### src/rtl/pkt_router_pkg.sv
package pkt_router_pkg;
    typedef enum logic [2:0] {
        ST_HUNT,
        ST_CHAN,
        ST_LEN_HI,
        ST_LEN_LO,
        ST_BODY
    } rx_state_t;

    typedef enum logic {
        DEST_CMD,
        DEST_IMG
    } dest_t;
endpackage

### src/rtl/pkt_len_counter.sv
module pkt_len_counter #(
    parameter int DATA_W = 8,
    localparam int LEN_W = 2 * DATA_W
) (
    input  logic              clk,
    input  logic              rst_n,
    input  logic [DATA_W-1:0] byte_in,
    input  logic              load_hi,
    input  logic              load_lo,
    input  logic              beat,
    output logic              len_is_zero,
    output logic              last_beat
);
    logic [DATA_W-1:0] hi_q;
    logic [LEN_W-1:0]  remain_q;

    // Length assembled from the held high byte and the low byte now on the bus
    assign len_is_zero = ({hi_q, byte_in} == '0);
    assign last_beat   = (remain_q == LEN_W'(1));

    always_ff @(posedge clk) begin
        if (!rst_n) begin
            hi_q     <= '0;
            remain_q <= '0;
        end else begin
            if (load_hi) hi_q <= byte_in;
            if (load_lo) remain_q <= {hi_q, byte_in};
            else if (beat) remain_q <= remain_q - LEN_W'(1);
        end
    end
endmodule

### src/rtl/pkt_hdr_fsm.sv
module pkt_hdr_fsm
    import pkt_router_pkg::*;
#(
    parameter int DATA_W = 8
) (
    input  logic              clk,
    input  logic              rst_n,
    input  logic [DATA_W-1:0] byte_in,
    input  logic              take,
    input  logic [DATA_W-1:0] cfg_sop,
    input  logic [DATA_W-1:0] cfg_cmd_code,
    input  logic [DATA_W-1:0] cfg_img_code,
    input  logic              len_is_zero,
    input  logic              last_beat,
    output rx_state_t         state,
    output dest_t             dest,
    output logic              load_hi,
    output logic              load_lo,
    output logic              beat,
    output logic [1:0]        err_flags
);
    rx_state_t state_d;
    dest_t     dest_d;
    logic      set_sop_err;
    logic      set_chan_err;

    // State register
    always_ff @(posedge clk) begin
        if (!rst_n) state <= ST_HUNT;
        else        state <= state_d;
    end

    // Next state
    always_comb begin
        state_d = state;
        unique case (state)
            ST_HUNT:   if (take && byte_in == cfg_sop) state_d = ST_CHAN;          // T_MARK_OK
            ST_CHAN:   if (take) begin
                           if (byte_in == cfg_cmd_code || byte_in == cfg_img_code)
                               state_d = ST_LEN_HI;                                // T_CHAN_OK
                           else
                               state_d = ST_HUNT;                                  // T_CHAN_BAD
                       end
            ST_LEN_HI: if (take) state_d = ST_LEN_LO;                              // T_LEN_HI
            ST_LEN_LO: if (take) state_d = len_is_zero ? ST_HUNT : ST_BODY;        // T_LEN_EMPTY / T_LEN_BODY
            ST_BODY:   if (take && last_beat) state_d = ST_HUNT;                   // T_BODY_END
            default:   state_d = ST_HUNT;
        endcase
    end

    // Outputs of the machine
    always_comb begin
        load_hi      = 1'b0;
        load_lo      = 1'b0;
        beat         = 1'b0;
        set_sop_err  = 1'b0;
        set_chan_err = 1'b0;
        dest_d       = dest;
        unique case (state)
            ST_HUNT:   set_sop_err = take && (byte_in != cfg_sop);                 // T_MARK_BAD
            ST_CHAN:   if (take) begin
                           if (byte_in == cfg_cmd_code)      dest_d = DEST_CMD;    // command wins ties
                           else if (byte_in == cfg_img_code) dest_d = DEST_IMG;
                           else                              set_chan_err = 1'b1;
                       end
            ST_LEN_HI: load_hi = take;
            ST_LEN_LO: load_lo = take;
            ST_BODY:   beat    = take;
            default:   ;
        endcase
    end

    always_ff @(posedge clk) begin
        if (!rst_n) begin
            dest      <= DEST_CMD;
            err_flags <= 2'b00;
        end else begin
            dest      <= dest_d;
            err_flags <= err_flags | {set_chan_err, set_sop_err};
        end
    end
endmodule

### src/rtl/pkt_steer.sv
module pkt_steer
    import pkt_router_pkg::*;
#(
    parameter int DATA_W = 8
) (
    input  logic              body,
    input  dest_t             dest,
    input  logic [DATA_W-1:0] in_data,
    input  logic              in_valid,
    input  logic              cmd_ready,
    input  logic              img_ready,
    output logic [DATA_W-1:0] cmd_data,
    output logic              cmd_valid,
    output logic [DATA_W-1:0] img_data,
    output logic              img_valid,
    output logic              sel_ready
);
    assign cmd_data  = in_data;
    assign img_data  = in_data;
    assign cmd_valid = body && in_valid && (dest == DEST_CMD);
    assign img_valid = body && in_valid && (dest == DEST_IMG);
    assign sel_ready = (dest == DEST_CMD) ? cmd_ready : img_ready;
endmodule

### src/rtl/pkt_router.sv
module pkt_router
    import pkt_router_pkg::*;
#(
    parameter int DATA_W = 8
) (
    input  logic              clk,
    input  logic              rst_n,
    input  logic [DATA_W-1:0] cfg_sop,
    input  logic [DATA_W-1:0] cfg_cmd_code,
    input  logic [DATA_W-1:0] cfg_img_code,
    input  logic [DATA_W-1:0] in_data,
    input  logic              in_valid,
    output logic              in_ready,
    output logic [DATA_W-1:0] cmd_data,
    output logic              cmd_valid,
    input  logic              cmd_ready,
    output logic [DATA_W-1:0] img_data,
    output logic              img_valid,
    input  logic              img_ready,
    output logic [1:0]        err_flags
);
    rx_state_t state;
    dest_t     dest;
    logic      body, sel_ready, take;
    logic      load_hi, load_lo, beat, len_is_zero, last_beat;

    assign body     = (state == ST_BODY);
    assign in_ready = body ? sel_ready : 1'b1;
    assign take     = in_valid && in_ready;

    pkt_hdr_fsm #(.DATA_W(DATA_W)) u_fsm (
        .clk, .rst_n, .byte_in(in_data), .take,
        .cfg_sop, .cfg_cmd_code, .cfg_img_code,
        .len_is_zero, .last_beat,
        .state, .dest, .load_hi, .load_lo, .beat, .err_flags
    );

    pkt_len_counter #(.DATA_W(DATA_W)) u_len (
        .clk, .rst_n, .byte_in(in_data),
        .load_hi, .load_lo, .beat,
        .len_is_zero, .last_beat
    );

    pkt_steer #(.DATA_W(DATA_W)) u_steer (
        .body, .dest, .in_data, .in_valid,
        .cmd_ready, .img_ready,
        .cmd_data, .cmd_valid, .img_data, .img_valid, .sel_ready
    );
endmodule

### config.mk
export PLATFORM = sky130hd
export DESIGN_NAME = pkt_router
export DESIGN_NICKNAME = d
export VERILOG_FILES = /design/src/rtl/pkt_router_pkg.sv /design/src/rtl/pkt_len_counter.sv /design/src/rtl/pkt_hdr_fsm.sv /design/src/rtl/pkt_steer.sv /design/src/rtl/pkt_router.sv
export SDC_FILE = /design/constraint.sdc
export NUM_CORES = 1
export LEC_CHECK = 0
export ABC_AREA = 0
export BUFFER_PORTS_ARGS = -buffer_cell sky130_fd_sc_hd__clkbuf_2
export CORE_UTILIZATION = 30
export CTS_CLUSTER_SIZE = 12
export DETAILED_ROUTE_END_ITERATION = 12
export PLACE_DENSITY = 0.57
export SLEW_MARGIN = 20
export SYNTH_ARGS = -nofsm -noshare
export SYNTH_HDL_FRONTEND = slang
export SYNTH_SLANG_ARGS = --single-unit
### constraint.sdc
create_clock -name clk -period 3.2 [get_ports clk]
set_input_delay 0.32 -clock clk [delete_from_list [all_inputs] [get_ports clk]]
set_output_delay 0.32 -clock clk [all_outputs]
set_load 0.02 [all_outputs]
# Word-level counts from Yosys, hierarchy flattened

Cells that the tools add are included.

Add/sub/neg operators: 1
$mul: 0
Divide/modulo/power cells: 0
Magnitude comparators: 0
Eq/ne operators: 14
Shift operators: 0
Muxes and demuxes: 22
Bitwise gates (word level): 2
Reduce and logical (&&, ||, !) cells: 14

Operators with widths:

| operator                | count |
|---|---|
| $mux W16                | 2 |
| $eq A8 B8 Y1            | 3 |
| $mux W3                 | 6 |
| $eq A16 B1 Y1 const B   | 1 |
| $logic_not A16 Y1       | 1 |
| $sub A16 B1 Y16 const B | 1 |
| $pmux W3 S5             | 1 |
| $mux W1                 | 12 |
| $ne A2 B1 Y1 const B    | 5 |
| $ne A8 B8 Y1            | 1 |
| $logic_and A1 B1 Y1     | 7 |
| $eq A3 B2 Y1 const B    | 2 |
| $reduce_and A5 Y1       | 1 |
| $reduce_bool A2 Y1      | 2 |
| $eq A3 B1 Y1 const B    | 1 |
| $eq A3 B3 Y1 const B    | 1 |
| $logic_not A3 Y1        | 1 |
| $reduce_and A3 Y1       | 1 |
| $mux W2                 | 1 |
| $or A2 B2 Y2            | 1 |
| $logic_or A1 B1 Y1      | 1 |
| $not A1 Y1              | 1 |

Register bits: 30
Bits in latches: 0
Memory bits (writable): 0
Memory bits (read-only): 0
Input port bits: 37
Output and inout port bits: 21
Word-level logic and storage cells: 58
Memories: 0

# Depth between registers and ports, before layout

Gate-level depths: netlist of run 1.

Depth in word-level cells: 6
Depth in mapped cells: 7
Gate-level depth less buffers: 7

# By module

Synthesis of run 1 repeated with hierarchy kept, for this count alone.

Cells, all modules: 224
Area total of the unflattened synthesis: 1950.6 um2

By module, submodules not included:

| module          | instances | cells an instance | area each (um2) |
|---|---|---|---|
| pkt_len_counter | 1         | 135               | 1233.7 |
| pkt_hdr_fsm     | 1         | 67                | 534.3 |
| pkt_steer       | 1         | 19                | 152.6 |
| pkt_router      | 1         | 3                 | 30.0 |

# Worst setup path before layout of run 1

No wires, ideal clock.

Path kind: reg2reg
Start: register u_len.remain_q[3]
End: register u_len.remain_q[12]
Setup time: 0.075 ns
Arrival time: 2.363 ns
Required time: 3.125 ns
Setup slack: 0.763 ns
Cell stages (with the launch flop): 7
Buffers on the path: 1
Clock period less this slack: 2.437 ns
Path through: dfxtp_1 > or4_1 > buf_2 > or4_4 > or4b_1 > or3_1 > a31oi_1

Cells in the longest elaborated chain, start to end: 3

RTL lines:

| what                   | line                  | text |
|---|---|---|
| from (decl)            | pkt_len_counter.sv:15 | `logic [LEN_W-1:0] remain_q;` |
| from (signal assigned) | pkt_len_counter.sv:27 | `if (load_lo) remain_q <= {hi_q, byte_in};` |
| from (signal assigned) | pkt_len_counter.sv:28 | `else if (beat) remain_q <= remain_q - LEN_W'(1);` |
| $sub A16 B1 Y16        | pkt_len_counter.sv:28 |  |
| $mux W16               | pkt_len_counter.sv:28 |  |
| $mux W16               | pkt_len_counter.sv:27 |  |

No other way between the ends. The select of a mux whose other input is x is not followed.
A chain may end at the register's enable or synchronous reset.

# Final worst setup path of run 1

Same ends and word-level chain as after synthesis.

==> results by group, run 1 <==
Yosys
  – EDFF count, synth: 0
  – Syn Area/Cell: around 8.0 um^2
  – Post-Synthesis Cells: approximately 240
  – Top-area cell type share of the netlist area: 0.316
  – Ys flop type: dfxtp_1
  – Compound-Gate Fraction of Synth Area: 0.172
  – Post-synth top area cell: dfxtp_1
  – Mapped Area: around 1900 um^2
  – Top cells by area, synth: dfxtp_1 (32%), xor2_1 (7.8%), buf_4 (6.3%), mux2i_1 (4.2%), a21oi_1 (3.9%)
  – Multiplexer share of the synthesized area: 0.0481
  – #FFs+latches synth: 30
  – Count of different cell masters after synthesis: 44
  – Main combinational cell family by area after synthesis: simple AND/OR/NAND/NOR gates
  – Post-Synth Simple-Gate Area: 0.232
  – Seq/Total Area, Yosys: 0.316
  – Synth Area in XOR/XNOR: 0.115
  – Area share of fa/ha/maj cells after synthesis: 0.0132
  – FFs w/ async S/R, synth: 0
  – Warnings, synthesis: 0
  – Syn Nets: 276

CTS
  – CTS H-Tree Depth: 2
  – CTS Sinks: 30
  – Clk root buf: clkbuf_8
  – Post-CTS setup buffers: 0
  – Post-CTS Resized: 0
  – Clock buffer depth: 2
  – Clk slew on worst S/H paths: around 0.07 ns
  – Hold Buf Count CTS: 0
  – CTS Buf Count: 5
  – CTS tree: built
  – Worst-Skew Late Latency: roughly 0.28 ns

Die
  – Floorplan row count: 28
  – Initial Utilization: 0.315
  – Die width: 81.6 um
  – Core area: around 6000 um^2
  – I/O pins: slightly below 60
  – Die Area: approximately 6700 um^2
  – Die height: 81.6 um

Layout
  – Layout area overhead: 15.0%
  – # nets final: between 300 and 400
  – Ratio of cells with drive above 1 in the final layout: 0.245
  – FILL cells: about 650
  – # diodes: 0

Detailed routing
  – Antenna viol nets, final: 0
  – Total wire length: approximately 5.3 mm
  – Iter 0 DRT Violations: between 100 and 150
  – Per-cell routed wire length: roughly 15 um
  – Via count: around 1800
  – Routed vias/inst: 5.27
  – Drt first pass iters: 4
  – DR DRC count: 0

Pwr
  – PwrDens: around 370 nW/um^2
  – Total Power: roughly 0.8 mW
  – Worst vdd ir: between 0.2 and 0.25 mV
  – Leakage: between 0.8 and 0.9 nW

Global route
  – Grt ovf: 0
  – First-pass GRT wire length: approximately 8.6 mm
  – Antenna violations before repair: 0
  – GR Util All Layers: 0.172
  – Vias in the first global route: 1770
  – Largest net degree at the start of global routing: 27

Place
  – GPL Wtd Cong: ~0.85
  – I/O Buffers: 57
  – DP HPWL: approximately 3.8 mm

Setup path
  – Max FO, Critical Path: 8
  – Reg2reg path depth: 5
  – R2R Setup Slk: between 0.6 and 0.7 ns
  – Required time worst endpoint: approximately 3.4 ns
  – Crit path cell chain: or4_1 > or4_4 > or4b_1 > or3_1 > a31oi_1
  – Critical R2R Launch: u_len.remain_q[3]$_SDFFE_PN0P_
  – RR Endpoint: u_len.remain_q[12]$_SDFFE_PN0P_
  – Crit path from: u_len.remain_q[3]$_SDFFE_PN0P_
  – Setup crit end: u_len.remain_q[12]$_SDFFE_PN0P_
  – CP max-delay cell: or4_1
  – CP peak stage delay: 0.69 ns
  – CP arrival: between 2 and 3 ns
  – Setup crit end kind: flop
  – Critical path type: reg2reg
  – Crit start category: flop

Min path
  – Tightest Hold Check Type: in2reg
  – Worst Hold Path Cells: 3

Timing
  – Setup_tns: 0 ns
  – Tcrit/Tclk final: 0.811
  – Measured slew at the worst slew-check pin: 0.785 ns
  – Unrepaired setup endpoints after global routing: no
  – Final Hold Viols: 0
  – Fmax: slightly below 400 MHz
  – Final setup viols: 0
  – Final Skew: around 0.0056 ns
  – Min Tclk post-route: approximately 2.6 ns
  – Rel. slew slack: 0.473
  – Slew Limit Fails: 0

Run status
  – Status: complete, no violations

Job
  – MaxCap Viol Count: 0
-- where the power goes --
part,internal (mW),switching (mW)
Sequential,0.375,0.000695
Combinational,0.0425,0.0647
Clock,0.173,0.143
-- layout make-up --
class                           count  area (um^2)  area share
Inverter                            3         11.3     0.00515
Timing Repair Buffer               57          285       0.131
Tap cell                           75         93.8      0.0429
Clock inverter                      1         5.00     0.00229
Clock buffer                        7         86.3      0.0395
Multi-Input combinational cell    171         1100       0.505
Sequential cell                    30          601       0.275
-- cell families (layout without fill, tap and decap cells) --
group	after synthesis	in the layout
xor gates and xnor gates	25	25
AOI/OAI and AO/OA	50	50
muxes	9	9
adders and majority gates	2	2
DFF	30	30
buffers and inverters	36	68
and+or+nand+nor	85	85
-- through the flow --
stage | cells | hold slack [ns] | setup WS (ns) | area (um^2) | utilization
after floorplan | 237 | 0.433 | 0.763 | 1900 | -
after global placement | 336 | 0.442 | 0.644 | 2090 | 0.348
after detailed placement | 336 | 0.465 | 0.640 | 2090 | 0.348
after CTS | 344 | 0.377 | 0.604 | 2190 | 0.363
after global routing | 344 | 0.392 | 0.458 | 2190 | 0.363
final | 344 | 0.373 | 0.605 | 2190 | 0.363
-- cells in the mapped netlist (3+ instances only) --
library cell,number
dfxtp_1,30
nor2_1,19
nand2_1,17
xor2_1,17
buf_4,16
clkbuf_1,16
a21oi_1,15
nor4_1,11
a31oi_1,8
mux2i_1,8
nand3_1,8
xnor2_1,8
nor3_1,7
o21ai_0,6
nand4_1,5
o211ai_1,4
and3_1,3
o311ai_0,3
or3_1,3
or4_1,3
-- worst min path at each step --
| stage | from | slack (ns) | end |
|---|---|---|---|
| final | rst_n | 0.37 | u_fsm.err_flags[0]$_SDFF_PN0_ |
| after global routing | rst_n | 0.39 | u_len.remain_q[6]$_SDFFE_PN0P_ |
| after CTS | rst_n | 0.38 | u_len.remain_q[6]$_SDFFE_PN0P_ |
| after detailed placement | u_fsm.err_flags[0]$_SDFF_PN0_ | 0.46 | u_fsm.err_flags[0]$_SDFF_PN0_ |
| after global placement | u_fsm.err_flags[0]$_SDFF_PN0_ | 0.44 | u_fsm.err_flags[0]$_SDFF_PN0_ |
| after floorplan | rst_n | 0.43 | u_fsm.err_flags[0]$_SDFF_PN0_ |
-- sequential cells by signal, indices dropped and copies added (netlist names) --
name / cells
u_fsm.state: 3
u_fsm.dest: 1
u_len.remain_q: 16
u_len.hi_q: 8
u_fsm.err_flags: 2
-- critical path, delay by kind of cell, from the launching register on --
kind,cells,cell delay (ns)
compound gates,1,0.16
flops,1,0.36
simple gates,4,1.99
-- layer usage --
layer,share of wire,vias to the layer above,GRT usage
li1,-,911,-
met1,0.48,864,0.213
met2,0.47,31,0.283
met3,0.025,8,0.0378
met4,0.024,0,0.0772
met5,0,-,0
-- cells in the final DEF, fill, tap and decap left out, types with 8 or more instances in the layout --
cell type / n
nor4_1: 11
nor2_1: 19
nand3_1: 8
clkbuf_2: 57
a31oi_1: 8
nand2_1: 17
dfxtp_1: 30
a21oi_1: 15
mux2i_1: 8
xnor2_1: 8
xor2_1: 17
(Power assumes the default switching activity.)
==> run 2, diff against run 1 <==
==> constraint.sdc (replaced) <==
create_clock -name clk -period 2.56 [get_ports clk]
set_input_delay 0.256 -clock clk [delete_from_list [all_inputs] [get_ports clk]]
set_output_delay 0.256 -clock clk [all_outputs]
set_load 0.02 [all_outputs]
==> results by group, run 2 (same netlist as run 1, synthesis figures left out) <==
Run status
  – Status: complete, no violations (unchanged)

Global route
  – Antenna violations before repair: 0 (unchanged)
  – Grt ovf: 0 (unchanged)
  – GR Util All Layers: 0.175 (was 0.172)
  – First-pass GRT wire length: 8.83 mm (was 8.56 mm)
  – Largest net degree at the start of global routing: 27 (unchanged)
  – Vias in the first global route: 1808 (was 1770)

Layout
  – Leading cell type in the layout, fill and taps excluded: clkbuf_2 (unchanged)
  – Top flop regs: u_len.remain_q: 16 flops, u_len.hi_q: 8 flops, u_fsm.state: 3 flops (unchanged)
  – Max reg flops: 16 (unchanged)
  – Ratio of cells with drive above 1 in the final layout: 0.253 (was 0.245)
  – Layout area overhead: 16.2% (was 15.0%)
  – # diodes: 0 (unchanged)
  – FILL cells: 645 (was 652)
  – # nets final: 312 (was 307)
  – Most frequent cells in the layout: clkbuf_2 (57), dfxtp_1 (30), nor2_1 (19), nand2_1 (17), xor2_1 (17) (unchanged)
  – Biggest register: u_len.remain_q (unchanged)

Detailed routing
  – Routed vias/inst: 5.16 (was 5.27)
  – DR DRC count: 0 (unchanged)
  – Drt first pass iters: 4 (unchanged)
  – Antenna viol nets, final: 0 (unchanged)
  – Iter 0 DRT Violations: 123 (was 113)
  – Via count: 1794 (was 1814)
  – Per-cell routed wire length: 15.2 um (was 15.3 um)
  – Total wire length: 5.27 mm (about the same)

Die
  – Core area: 6030 um^2 (unchanged)
  – Floorplan row count: 28 (unchanged)
  – Die Area: 6660 um^2 (unchanged)
  – Die width: 81.6 um (unchanged)
  – Die height: 81.6 um (unchanged)
  – Initial Utilization: 0.315 (unchanged)
  – I/O pins: 58 (unchanged)

Setup path
  – Reg2reg path depth: 5 (unchanged)
  – Setup crit end kind: flop (unchanged)
  – Crit start category: flop (unchanged)
  – Critical path type: reg2reg (unchanged)
  – Required time worst endpoint: 2.77 ns (was 3.39 ns)
  – Max FO, Critical Path: 6 (was 8)
  – R2R Setup Slk: 0.19 ns (was 0.60 ns)
  – CP arrival: 2.58 ns (was 2.79 ns)

Timing
  – Setup_tns: 0 ns (unchanged)
  – Rel. slew slack: 0.640 (was 0.473)
  – Final WS setup: 0.190 ns (was 0.605 ns)
  – Final Skew: 0.00975 ns (was 0.00562 ns)
  – Hold slack: 0.298 ns (was 0.373 ns)
  – Final setup viols: 0 (unchanged)
  – Fmax: 422 MHz (was 385 MHz)
  – Final Hold Viols: 0 (unchanged)
  – Measured slew at the worst slew-check pin: 0.535 ns (was 0.785 ns)
  – Slew Limit Fails: 0 (unchanged)
  – Tcrit/Tclk final: 0.926 (was 0.811)
  – Unrepaired setup endpoints after global routing: no (unchanged)
  – Min Tclk post-route: 2.37 ns (was 2.60 ns)

CTS
  – Clk root buf: clkbuf_8 (unchanged)
  – CTS H-Tree Depth: 2 (unchanged)
  – CTS tree: built (unchanged)
  – Post-CTS Resized: 0 (unchanged)
  – CTS Buf Count: 5 (unchanged)
  – Post-CTS setup buffers: 0 (unchanged)
  – CTS Sinks: 30 (unchanged)
  – Clock buffer depth: 2 (unchanged)
  – Clk slew on worst S/H paths: 0.06 ns (was 0.07 ns)
  – Hold Buf Count CTS: 0 (unchanged)
  – Worst-Skew Late Latency: 0.29 ns (was 0.28 ns)

Place
  – DP HPWL: 3.96 mm (was 3.81 mm)
  – Pre-CTS WS: 0.202 ns (was 0.640 ns)
  – I/O Buffers: 57 (unchanged)
  – GPL Wtd Cong: 0.834 (was 0.854)

Job
  – MaxCap Viol Count: 0 (unchanged)

Pwr
  – Leakage: 0.872 nW (was 0.855 nW)
  – Worst vdd ir: 0.245 mV (was 0.226 mV)
  – Total Power: 0.966 mW (was 0.798 mW)
  – PwrDens: 437 nW/um^2 (was 365 nW/um^2)

Min path
  – Tightest Hold Check Type: in2reg (unchanged)
  – Worst Hold Path Cells: 3 (unchanged)
-- run 2: cell types whose count changed in the layout (fill, tap and decap cells not counted), sizes merged --
cell	before	now
buf	0	5
clkinv	2	1
-- run 2: power by group --
part / total [mW] / switching, mW / internal, mW
Clock: 0.362 / 0.175 / 0.187
Sequential: 0.469 / 0.000836 / 0.468
Combinational: 0.135 / 0.0806 / 0.0541
Total: 0.966 / 0.257 / 0.709
-- run 2: worst paths after layout --
check | startpoint | endpoint
worst max-delay path | u_len.remain_q[4]$_SDFFE_PN0P_ | u_len.remain_q[12]$_SDFFE_PN0P_
worst min-delay path | rst_n | u_fsm.err_flags[0]$_SDFF_PN0_
worst max register to register | u_len.remain_q[4]$_SDFFE_PN0P_ | u_len.remain_q[12]$_SDFFE_PN0P_
worst min register to register | u_fsm.err_flags[0]$_SDFF_PN0_ | u_fsm.err_flags[0]$_SDFF_PN0_
-- run 2: final cells by class --
cell class              count  area (um^2)  area share
flip-flops and latches     30          601       0.272
multi-input cells         171         1100       0.500
inverters                   3         11.3     0.00510
well taps                  75         93.8      0.0425
clock buffers               7         76.3      0.0346
repair buffers             62          323       0.146
-- run 2: metrics by stage --
step,util,instances,cell area (um^2)
CTS,0.366,348,2210
floorplan,-,237,1900
global route,0.366,348,2210
finish,0.366,348,2210
global placement,0.354,341,2130
detailed placement,0.354,341,2130
-- run 2: worst max-delay path, stage by stage, from the launching register on --
cell and delay (ns):
dfxtp_1 0.33, or4_1 0.53, or4_4 0.47, or4b_1 0.49
or3_1 0.32, a31oi_1 0.16
-- run 2: per-layer routing --
layer,part of all wire,GRT usage,wire length [um]
met1,0.47,0.225,2450
met5,0,0,0
met4,0.0076,0.0491,40
met3,0.036,0.0389,190
met2,0.49,0.293,2590
==> run 3, diff against run 2 <==
--- a/config.mk
+++ b/config.mk
@@ -11,6 +11,7 @@
 export CTS_CLUSTER_SIZE = 12
 export DETAILED_ROUTE_END_ITERATION = 12
 export PLACE_DENSITY = 0.57
+export RECOVER_POWER = 100
 export SLEW_MARGIN = 20
 export SYNTH_ARGS = -nofsm -noshare
 export SYNTH_HDL_FRONTEND = slang
==> results by group, run 3 (same netlist as run 1, synthesis figures left out) <==
Run status
  – Status: complete, no violations (unchanged)

Timing
  – Final Hold Viols: 0 (unchanged)
  – Fmax: 422 MHz (about the same)
  – Tcrit/Tclk final: 0.926 (about the same)
  – Hold slack: 0.296 ns (was 0.298 ns)
  – Unrepaired setup endpoints after global routing: no (unchanged)
  – Final setup viols: 0 (unchanged)
  – Rel. slew slack: 0.615 (was 0.640)
  – Slew Limit Fails: 0 (unchanged)
  – Final Skew: 0.0111 ns (was 0.00975 ns)
  – Min Tclk post-route: 2.37 ns (about the same)
  – Measured slew at the worst slew-check pin: 0.572 ns (was 0.535 ns)
  – Setup_tns: 0 ns (unchanged)

CTS
  – Clk slew on worst S/H paths: 0.06 ns (about the same)
  – Post-CTS setup buffers: 0 (unchanged)
  – Worst-Skew Late Latency: 0.29 ns (about the same)
  – Clock buffer depth: 2 (unchanged)
  – CTS Sinks: 30 (unchanged)
  – CTS Buf Count: 5 (unchanged)
  – CTS tree: built (unchanged)
  – CTS H-Tree Depth: 2 (unchanged)
  – Post-CTS Resized: 0 (unchanged)
  – Hold Buf Count CTS: 0 (unchanged)
  – Clk root buf: clkbuf_8 (unchanged)

Layout
  – Layout Cells excl Fill: 348 (unchanged)
  – Final Cell Area: 2180 um^2 (was 2210 um^2)
  – Top flop regs: u_len.remain_q: 16 flops, u_len.hi_q: 8 flops, u_fsm.state: 3 flops (unchanged)
  – Ratio of cells with drive above 1 in the final layout: 0.172 (was 0.253)
  – FILL cells: 661 (was 645)
  – Biggest register: u_len.remain_q (unchanged)
  – Most frequent cells in the layout: clkbuf_2 (37), dfxtp_1 (30), clkbuf_1 (24), nor2_1 (19) (was clkbuf_2 (57), dfxtp_1 (30), nor2_1 (19), nand2_1 (17), xor2_1 (17))
  – # nets final: 312 (unchanged)
  – Max reg flops: 16 (unchanged)
  – Leading cell type in the layout, fill and taps excluded: clkbuf_2 (unchanged)
  – Layout area overhead: 14.5% (was 16.2%)
  – # diodes: 0 (unchanged)

Global route
  – Largest net degree at the start of global routing: 27 (unchanged)
  – Vias in the first global route: 1808 (unchanged)
  – Grt ovf: 0 (unchanged)
  – GR Util All Layers: 0.175 (unchanged)
  – Antenna violations before repair: 0 (unchanged)
  – First-pass GRT wire length: 8.83 mm (unchanged)

Detailed routing
  – Total wire length: 5.30 mm (was 5.27 mm)
  – Iter 0 DRT Violations: 109 (was 123)
  – Per-cell routed wire length: 15.2 um (about the same)
  – Antenna viol nets, final: 0 (unchanged)
  – Routed vias/inst: 5.19 (was 5.16)
  – Via count: 1806 (was 1794)
  – Drt first pass iters: 4 (unchanged)
  – DR DRC count: 0 (unchanged)

Die
  – I/O pins: 58 (unchanged)
  – Initial Utilization: 0.315 (unchanged)
  – Die Area: 6660 um^2 (unchanged)
  – Die height: 81.6 um (unchanged)
  – Die width: 81.6 um (unchanged)
  – Floorplan row count: 28 (unchanged)
  – Core area: 6030 um^2 (unchanged)

Min path
  – Tightest Hold Check Type: in2reg (unchanged)

Setup path
  – CP max-delay cell: or4_1 (unchanged)
  – Crit start category: flop (unchanged)
  – Critical path type: reg2reg (unchanged)
  – Setup crit end kind: flop (unchanged)
  – CP arrival: 2.58 ns (about the same)
  – CP peak stage delay: 0.53 ns (about the same)
  – Worst path top cell family by delay: simple AND/OR/NAND/NOR gates (unchanged)
  – Crit path cell chain: or4_1 > or4_4 > or4b_1 > or3_1 > a31oi_1 (unchanged)
  – Worst path buffer plus inverter count: 0 (unchanged)
  – Required time worst endpoint: 2.77 ns (about the same)
  – Max FO, Critical Path: 6 (unchanged)

Job
  – MaxCap Viol Count: 0 (unchanged)

Place
  – I/O Buffers: 57 (unchanged)
  – Placed cells: 341 (unchanged)
  – GPL Wtd Cong: 0.834 (unchanged)
  – DP HPWL: 3.96 mm (unchanged)
  – Placed Instance Area: 2130 um^2 (unchanged)

Pwr
  – PwrDens: 443 nW/um^2 (was 437 nW/um^2)
  – Total Power: 0.964 mW (was 0.966 mW)
  – Leakage: 0.802 nW (was 0.872 nW)
  – Worst vdd ir: 0.247 mV (was 0.245 mV)
run 3: cell count changes in the layout (fill, tap and decap cells not counted):
cell,before,now
clkbuf_1,2,24
clkbuf_2,57,37
buf_4,5,3
run 3: tightest hold or removal path: stages:
cell and delay (ns):
clkbuf_2 0.16, nand2_1 0.07, o21ai_0 0.06
run 3: per-layer routing:
layer  track usage  part of all wire  vias to the layer above
li1              -                 -                      919
met1         0.225              0.46                      843
met2         0.293              0.49                       37
met3        0.0389             0.043                        7
met4        0.0491             0.014                        0
met5             0                 0                        -
run 3: where the power goes:
group | total (mW) | internal [mW] | leakage (nW) | switching, mW
logic | 0.131 | 0.0504 | 0.522 | 0.0810
clock network | 0.363 | 0.187 | 0.0383 | 0.176
registers | 0.469 | 0.468 | 0.242 | 0.000842
total | 0.964 | 0.706 | 0.802 | 0.258
run 3: path summary, 6_finish.rpt:
check	slack [ns]	cells after the start	startpoint	end
setup / recovery	0.19	5	u_len.remain_q[4]$_SDFFE_PN0P_	u_len.remain_q[12]$_SDFFE_PN0P_
hold / removal	0.30	3	rst_n	u_fsm.err_flags[0]$_SDFF_PN0_
setup reg to reg	0.19	5	u_len.remain_q[4]$_SDFFE_PN0P_	u_len.remain_q[12]$_SDFFE_PN0P_
hold reg to reg	0.47	2	u_fsm.err_flags[0]$_SDFF_PN0_	u_fsm.err_flags[0]$_SDFF_PN0_
run 3: final cells by class:
type / count / area [um^2] / area share
repair buffers: 62 / 290 / 0.133
multi-input cells: 171 / 1100 / 0.507
well taps: 75 / 93.8 / 0.0431
clock buffers: 7 / 76.3 / 0.0351
flip-flops and latches: 30 / 601 / 0.276
inverters: 3 / 11.3 / 0.00518
run 3: per-stage QoR:
stage           util  setup WS (ns)
2_1_floorplan      -          0.123
4_1_cts        0.366          0.192
3_5_place_dp   0.354          0.202
6_report       0.361          0.190
3_3_place_gp   0.354          0.223
5_1_grt        0.361         0.0426
